## src/rtl/mbus_pkg.sv

```systemverilog
package mbus_pkg;
  localparam int STAT_W = 4;
  localparam int SEG_W  = 2;

  typedef enum logic [2:0] {
    ST_IDLE = 3'd0,
    ST_T1   = 3'd1,
    ST_T2   = 3'd2,
    ST_TW   = 3'd3,
    ST_T3   = 3'd4,
    ST_T4   = 3'd5,
    ST_HOLD = 3'd6
  } tstate_e;

  function automatic logic [STAT_W-1:0] status_word(input logic ief, input logic [SEG_W-1:0] seg);
    return {1'b0, ief, seg};
  endfunction
endpackage

```

## src/rtl/mbus_tstate_fsm.sv

```systemverilog
module mbus_tstate_fsm
  import mbus_pkg::*;
(
  input  logic    clk,
  input  logic    rst,
  input  logic    req_valid,
  input  logic    hold,
  input  logic    ready,
  output tstate_e st,
  output logic    accept,
  output logic    can_take
);
  tstate_e st_nx;

  always_comb begin
    can_take = (st == ST_IDLE) && !hold;
    accept   = can_take && req_valid;
    st_nx    = st;
    case (st)
      ST_IDLE: begin
        if (hold)           st_nx = ST_HOLD;
        else if (req_valid) st_nx = ST_T1;
      end
      ST_T1:   st_nx = ST_T2;
      ST_T2:   st_nx = ready ? ST_T3 : ST_TW;
      ST_TW:   st_nx = ready ? ST_T3 : ST_TW;
      ST_T3:   st_nx = ST_T4;
      ST_T4:   st_nx = ST_IDLE;
      ST_HOLD: if (!hold) st_nx = ST_IDLE;
      default: st_nx = ST_IDLE;
    endcase
  end

  always_ff @(posedge clk) begin
    if (rst) st <= ST_IDLE;
    else     st <= st_nx;
  end
endmodule

```

## src/rtl/mbus_req_latch.sv

```systemverilog
module mbus_req_latch
  import mbus_pkg::*;
#(
  parameter int DATA_W = 16,
  localparam int ADDR_W = DATA_W + STAT_W
) (
  input  logic              clk,
  input  logic              rst,
  input  logic              accept,
  input  tstate_e           st,
  input  logic              req_write,
  input  logic              req_mem,
  input  logic              req_hi_en,
  input  logic [SEG_W-1:0]  req_seg,
  input  logic              req_ief,
  input  logic [ADDR_W-1:0] req_addr,
  input  logic [DATA_W-1:0] req_wdata,
  input  logic [DATA_W-1:0] ad_i,
  output logic              lat_write,
  output logic              lat_mem,
  output logic              lat_hi,
  output logic [SEG_W-1:0]  lat_seg,
  output logic              lat_ief,
  output logic [ADDR_W-1:0] lat_addr,
  output logic [DATA_W-1:0] lat_wdata,
  output logic [DATA_W-1:0] rdata,
  output logic              done
);
  always_ff @(posedge clk) begin
    if (rst) begin
      lat_write <= 1'b0;
      lat_mem   <= 1'b0;
      lat_hi    <= 1'b0;
      lat_seg   <= '0;
      lat_ief   <= 1'b0;
      lat_addr  <= '0;
      lat_wdata <= '0;
      rdata     <= '0;
      done      <= 1'b0;
    end else begin
      if (accept) begin
        lat_write <= req_write;
        lat_mem   <= req_mem;
        lat_hi    <= req_hi_en;
        lat_seg   <= req_seg;
        lat_ief   <= req_ief;
        lat_addr  <= req_addr;
        lat_wdata <= req_wdata;
      end
      if (st == ST_T3 && !lat_write) rdata <= ad_i;
      done <= (st == ST_T4);
    end
  end
endmodule

```

## src/rtl/mbus_pin_drive.sv

```systemverilog
module mbus_pin_drive
  import mbus_pkg::*;
#(
  parameter int DATA_W = 16,
  localparam int ADDR_W = DATA_W + STAT_W
) (
  input  tstate_e           st,
  input  logic              lat_write,
  input  logic              lat_mem,
  input  logic              lat_hi,
  input  logic [SEG_W-1:0]  lat_seg,
  input  logic              lat_ief,
  input  logic [ADDR_W-1:0] lat_addr,
  input  logic [DATA_W-1:0] lat_wdata,
  output logic [DATA_W-1:0] ad_o,
  output logic              ad_oe,
  output logic [STAT_W-1:0] as_o,
  output logic              ale,
  output logic              rd_n,
  output logic              wr_n,
  output logic              mio,
  output logic              dtr,
  output logic              bhe_n,
  output logic              ctl_oe,
  output logic              hlda
);
  logic addr_ph, strobe_ph, data_ph;

  always_comb begin
    addr_ph   = (st == ST_T1);
    strobe_ph = (st == ST_T2) || (st == ST_TW) || (st == ST_T3);
    data_ph   = strobe_ph || (st == ST_T4);
    ale       = addr_ph;
    hlda      = (st == ST_HOLD);
    ctl_oe    = !hlda;
    ad_oe     = addr_ph || (lat_write && data_ph);
    ad_o      = addr_ph ? lat_addr[DATA_W-1:0] : lat_wdata;
    as_o      = addr_ph ? lat_addr[ADDR_W-1:DATA_W] : status_word(lat_ief, lat_seg);
    bhe_n     = addr_ph ? !lat_hi : 1'b1;
    rd_n      = !(strobe_ph && !lat_write);
    wr_n      = !(strobe_ph && lat_write);
    mio       = lat_mem;
    dtr       = lat_write;
  end
endmodule

```

## src/rtl/mbus_cycle_seq.sv

```systemverilog
module mbus_cycle_seq
  import mbus_pkg::*;
#(
  parameter int DATA_W = 16,
  localparam int ADDR_W = DATA_W + STAT_W
) (
  input  logic              clk,
  input  logic              rst,
  input  logic              req_valid,
  input  logic              req_write,
  input  logic              req_mem,
  input  logic              req_hi_en,
  input  logic [SEG_W-1:0]  req_seg,
  input  logic              req_ief,
  input  logic [ADDR_W-1:0] req_addr,
  input  logic [DATA_W-1:0] req_wdata,
  output logic              req_ready,
  output logic              done,
  output logic [DATA_W-1:0] rdata,
  output logic [DATA_W-1:0] ad_o,
  output logic              ad_oe,
  input  logic [DATA_W-1:0] ad_i,
  output logic [STAT_W-1:0] as_o,
  output logic              ale,
  output logic              rd_n,
  output logic              wr_n,
  output logic              mio,
  output logic              dtr,
  output logic              bhe_n,
  output logic              ctl_oe,
  input  logic              ready,
  input  logic              hold,
  output logic              hlda
);
  tstate_e           st;
  logic              accept;
  logic              lat_write, lat_mem, lat_hi, lat_ief;
  logic [SEG_W-1:0]  lat_seg;
  logic [ADDR_W-1:0] lat_addr;
  logic [DATA_W-1:0] lat_wdata;

  mbus_tstate_fsm u_fsm (
    .clk(clk), .rst(rst), .req_valid(req_valid), .hold(hold), .ready(ready),
    .st(st), .accept(accept), .can_take(req_ready)
  );

  mbus_req_latch #(.DATA_W(DATA_W)) u_latch (
    .clk(clk), .rst(rst), .accept(accept), .st(st),
    .req_write(req_write), .req_mem(req_mem), .req_hi_en(req_hi_en),
    .req_seg(req_seg), .req_ief(req_ief), .req_addr(req_addr), .req_wdata(req_wdata),
    .ad_i(ad_i),
    .lat_write(lat_write), .lat_mem(lat_mem), .lat_hi(lat_hi), .lat_seg(lat_seg),
    .lat_ief(lat_ief), .lat_addr(lat_addr), .lat_wdata(lat_wdata),
    .rdata(rdata), .done(done)
  );

  mbus_pin_drive #(.DATA_W(DATA_W)) u_pins (
    .st(st), .lat_write(lat_write), .lat_mem(lat_mem), .lat_hi(lat_hi),
    .lat_seg(lat_seg), .lat_ief(lat_ief), .lat_addr(lat_addr), .lat_wdata(lat_wdata),
    .ad_o(ad_o), .ad_oe(ad_oe), .as_o(as_o), .ale(ale), .rd_n(rd_n), .wr_n(wr_n),
    .mio(mio), .dtr(dtr), .bhe_n(bhe_n), .ctl_oe(ctl_oe), .hlda(hlda)
  );
endmodule

```

## config.mk

```make
export PLATFORM = sky130hd
export DESIGN_NAME = mbus_cycle_seq
export DESIGN_NICKNAME = d
export VERILOG_FILES = /design/src/rtl/mbus_pkg.sv /design/src/rtl/mbus_tstate_fsm.sv /design/src/rtl/mbus_req_latch.sv /design/src/rtl/mbus_pin_drive.sv /design/src/rtl/mbus_cycle_seq.sv
export SDC_FILE = /design/constraint.sdc
export NUM_CORES = 1
export LEC_CHECK = 0
export BUFFER_PORTS_ARGS = -buffer_cell sky130_fd_sc_hd__buf_4
export CAP_MARGIN = 20
export CORE_ASPECT_RATIO = 2
export CORE_MARGIN = 2
export CORE_UTILIZATION = 40
export CTS_CLUSTER_DIAMETER = 120
export CTS_CLUSTER_SIZE = 8
export DETAILED_ROUTE_END_ITERATION = 16
export PLACE_DENSITY = 0.76
export SLEW_MARGIN = 10
export SYNTH_ARGS = -nofsm -noshare
export SYNTH_HDL_FRONTEND = slang
export SYNTH_HIERARCHICAL = 1
export SYNTH_SLANG_ARGS = --single-unit
```

## constraint.sdc

```tcl
create_clock -name clk -period 3.4 [get_ports clk]
set_input_delay 0 -clock clk [delete_from_list [all_inputs] [get_ports clk]]
set_output_delay 0 -clock clk [all_outputs]
set_load 0.02 [all_outputs]
```

After elaboration in Yosys (flattened, before gate mapping)
Cells that the tools add are included.

Input bits: 63. Logic and storage cells: 45. Output and inout port bits: 47. Flip-flop bits (word level): 62.

Equal/unequal tests: 8. Muxes and demuxes: 8. Reductions and logical operators: 19.

Operators by type and width (number): two-way mux 16 bit (1); one-hot mux 3 bit (5 select lines) (1); two-way mux 3 bit (4); == test 3 bit, second input constant (3); == test 3 x 2 -> 1 bit, second input constant (2); logical AND 1 bit (6); zero test 1 bit (6); logical OR 1 bit (4); two-way mux 4 bit (1); == test 3 x 1 -> 1 bit, second input constant (1); zero test 3 bit (1); != test 3 bit, second input constant (1); != test 2 bit, second input constant (1); AND reduction 2 bit (1); OR reduction 2 bit (1); two-way mux 1 bit (1).

Longest topological paths before layout
Word-level depth: 6. Depth in mapped cells: 6. Depth with buffers taken out: 4.

Cells and area by module
The synthesis kept the hierarchy.

By module, submodules not included: mbus_req_latch (cells each 208, seq. area each 1181.1 µm², area an instance 2304.7 µm², instances 1); mbus_pin_drive (cells each 35, seq. area each 0.0 µm², area an instance 341.6 µm², instances 1); mbus_tstate_fsm (cells each 19, seq. area each 60.1 µm², area an instance 156.4 µm², instances 1).

Least setup slack after synthesis
Ideal clock, no wire load.

Path kind: reg-to-reg. Start: reg u_fsm.st[1]. End: reg u_latch.lat_addr[0]. Period minus slack after synthesis: 1.906 ns. Slack: 1.494 ns. Setup time: 0.117 ns. Data arrival time: 1.789 ns. Buffers on the path: 2. Cell stages (with the launch flop): 7. Data required time: 3.283 ns. Path through: dfxtp_1 > nor4_2 > and2_1 > buf_2 > buf_4 > mux2i_1 > nor2_1.

Longest elaborated chain between the ends: 3.

RTL lines: start: declaration (line mbus_tstate_fsm.sv:9) `output tstate_e st,`; start signal: assignment (line mbus_tstate_fsm.sv:36) `else st <= st_nx;`; zero test 3 bit (line mbus_tstate_fsm.sv:16) `can_take = (st == ST_IDLE) && !hold;`; logical AND 1 bit (line mbus_tstate_fsm.sv:16); net req_ready (line mbus_cycle_seq.sv:17) `output logic req_ready,`; logical AND 1 bit (line mbus_tstate_fsm.sv:17) `accept = can_take && req_valid;`; net accept (line mbus_cycle_seq.sv:36) `logic accept;`; end signal: assignment (line mbus_req_latch.sv:47) `lat_addr <= req_addr;`; end: declaration (line mbus_req_latch.sv:24) `output logic [ADDR_W-1:0] lat_addr,`.

The timed path passes the listed nets, and every way through them passes these cells. A chain may end at the register's enable or synchronous reset.

Worst setup path after layout
Start: reg u_fsm.st[1]. End: reg u_latch.lat_wdata[7].

Longest elaborated chain between the ends: 3.

RTL lines: zero test 3 bit (line mbus_tstate_fsm.sv:16); logical AND 1 bit (line mbus_tstate_fsm.sv:16); logical AND 1 bit (line mbus_tstate_fsm.sv:17); net accept (line mbus_cycle_seq.sv:36); end signal: assignment (line mbus_req_latch.sv:48) `lat_wdata <= req_wdata;`; end: declaration (line mbus_req_latch.sv:25) `output logic [DATA_W-1:0] lat_wdata,`.

The timed path passes the listed nets, and every way through them passes these cells.

==> metrics.md <==
| Metric | Value |
|---|---|
| Critical path arrival | 2300 ps |
| Slowest stage delay, CP | 490 ps |
| Tcrit/Tclk final | 0.621 |
| Cell Rows | 43 |
| Pin count of the biggest net entering global routing | 79 |
| Post-place instance area | 3610 um^2 |
| H-tree depth | 3 |
| Total track usage | 0.188 |
| Met2 Use GR | 0.343 |
| Synthesized area per cell | 10.7 um^2 |
| Min-delay worst type | in -> reg |
| Area contributors post-synth | dfxtp_1, mux2i_1, mux2_2 |
| Initial Util | 0.407 |
| GRT overflow | 0 |
| Chip width | 63.2 um |
| Core ar. | 6890 um^2 |
| WL per Instance | 13.7 um |
| Mapped cell area | 2800 um^2 |
| DRT Wirelength | 7030 um |
| Max_cap viols | 0 |
| Worst r2r dst | u_latch/lat_wdata[7] |
| Most common cell after layout, fill and taps aside | buf_4 |
| Most frequent cells in the layout | buf_4, dfxtp_1, mux2i_1 |
| Via count | 2362 |
| Cell variety after synth | 28 |
| Die Area | 7730 um^2 |
| ANT cells | 0 |
| Crit Path Class | reg -> reg |
| Layout cells sized above 1 | 0.381 |
| Crit-path slowest cell | and2_2 |
| # DRC | 0 |
| PwrDens | 485 nW/um^2 |
| Met3 GRT Util | 0.0467 |
| Placer Congestion | 0.769 |
| Req. time, crit path | 3590 ps |
| Area leader, netlist | dfxtp_1 |
| Crit-path max FO | 16 |
| Grt met1 use | 0.194 |
| Fin. Hold Viols | 0 |
| CP cell instances | nor4_2, and2_2, buf_4, mux2i_1, nor2_1 |
| Outcome | finished, final reports clean |
| Initial DRT Pass Iterations | 4 |
| Clock Tree Buf Depth | 2 |
| Clock latency on the worst-skew pair | 320 ps |
| Worst R2R Start | u_fsm/st[1] |
| Setup slack, reg-to-reg | 1290 ps |
| Clock Sinks | 62 |
| Final Cell Area | 4400 um^2 |
| Routed Antenna Nets | 0 |
| Final Slew Violations | 0 |
| Clock Skew | 7.50 ps |
| Die Ht | 122 um |
| Lkg Pwr | 1.89 nW |
| RSZ-0062 raised after global routing | false |
| Reg2reg path depth | 5 |
| Iteration-0 DRC count of the detailed router | 68 |
| Nets | 482 |
| Global route hottest layer | met2 |
| Peak VDD IR | 0.329 mV |
| Top cell type's share of synthesized area | 0.443 |
| Root buffer cell | clkbuf_16 |
| WHS | 15.2 ps |
| Area grow syn2layout | 57.0% |
| Fin cells | 513 |
| Postcts setup bufs | 0 |
| Worst setup endpoint | u_latch/lat_wdata[7] |
| I/O pins | 110 |
| Max Clk Rate | 473 MHz |
| Design Power | 2.13 mW |
| CP Capture Type | flip-flop |
| Max-slew headroom at the worst pin | 0.551 |
| Setup TNS | 0 ps |
| Final setup vio count | 0 |
| Num CTS Buffers | 9 |
| Crit path from | u_fsm/st[1] |
| Post-synth net total | 325 |
| CTS tree | built |
| Clock slew at the register clock pins of the worst setup and hold paths | 50 ps |
| First-pass GRT wire length | 11200 um |
| Number of synthesized register bits | 62 |
| Layout fillers | 580 |
| Hpwl dp | 4500 um |
| Sequential share of the synthesized area | 0.443 |
| Post-CTS sizing | 0 |
| Crit start category | flip-flop |
| Antenna violations before repair | 0 |
| Cells after Synth | 262 |
| Via density | 4.60 |
| Placed insts | 446 |
| Worst hold path depth | 3 |
| Synth Warn # | 6 |
| Tmin final | 2110 ps |
| # port buffers | 109 |
| Number of global-route vias before repair | 2389 |
| Worst Tran Pin Value | 674 ps |
## worst min-delay path by stage
stage / startpoint / end / slack [ps]
floorplan: hold / req_ready / 50
global placement: req_addr[10] / u_latch/lat_addr[10] / 230
detailed placement: req_addr[4] / u_latch/lat_addr[4] / 250
CTS: hold / u_fsm/st[1] / 2
global route: hold / u_fsm/st[2] / 20
finish: hold / u_fsm/st[2] / 20
## per-stage QoR
stage                     worst slack, ps   util
after floorplan                      1490      -
after global placement               1350  0.524
after detailed placement             1270  0.524
after CTS                            1260  0.639
after global routing                 1110  0.639
final                                1290  0.639
## where the power goes
part | switching [mW] | internal (mW)
registers | 0.0480 | 0.785
logic | 0.217 | 0.266
clock network | 0.291 | 0.527
## per-layer routing
metal | vias to the layer above | part of all wire
met1 | 1080 | 0.39
met3 | 11 | 0.043
met2 | 75 | 0.54
met4 | 0 | 0.025
li1 | 1196 | -
met5 | - | 0
## state kept, by name, indices dropped and copies added, names as in the netlist
signal / count
u_latch/lat_wdata: 16
u_latch/lat_hi: 1
u_latch/lat_write: 1
u_latch/lat_seg: 2
u_fsm/st: 3
u_latch/rdata: 16
u_latch/lat_ief: 1
u_latch/lat_addr: 20
u_latch/done: 1
u_latch/lat_mem: 1
## worst max-delay path: cells and delay by family, from the launching register on
kind	cells	cell delay [ps]
buffers and inverters	1	370
muxes	1	240
and+or+nand+nor	3	880
DFF	1	470
## what timing repair did
item,in CTS,in global routing
hold buffers,52,0
endpoints found under the setup margin,0,0
endpoints found under the hold margin,54,0
## cells in the mapped netlist
cell      instances
a21oi_1           1
a31oi_1           2
and2_1            2
and2b_1           1
buf_12            1
buf_2             5
buf_4             6
buf_6             5
clkbuf_1          2
dfxtp_1          62
inv_1             1
mux2_1            1
mux2_2           18
mux2i_1          59
nand2_1           2
nand2b_1         18
nand3b_1          4
nand4b_1          1
nor2_1           45
nor2b_1           1
nor3b_1           1
nor3b_4           1
nor4_2            1
nor4b_4           1
nor4bb_1          1
o21ai_0           5
o21bai_1          1
or2b_2           14
## area by class of cell
class / instances / area [um^2] / share of cell area
multi-input cells: 180 / 1410 / 0.319
repair buffers: 165 / 1370 / 0.311
flip-flops and latches: 62 / 1240 / 0.282
clock buffers: 14 / 264 / 0.0600
well taps: 90 / 113 / 0.0256
clock inverters: 1 / 5.00 / 0.00114
inverters: 1 / 3.75 / 0.000853
## kinds of logic (layout without fill, tap and decap cells)
logic type             Yosys count  after routing  synth area share
AND/OR/NAND/NOR                 93             93             0.196
multiplexers                    78             78             0.287
flip-flops                      62             62             0.443
buffers and inverters           20            181            0.0562
AO/OA/AOI/OAI                    9              9            0.0179
No activity file was read; power rests on OpenSTA's default activity.
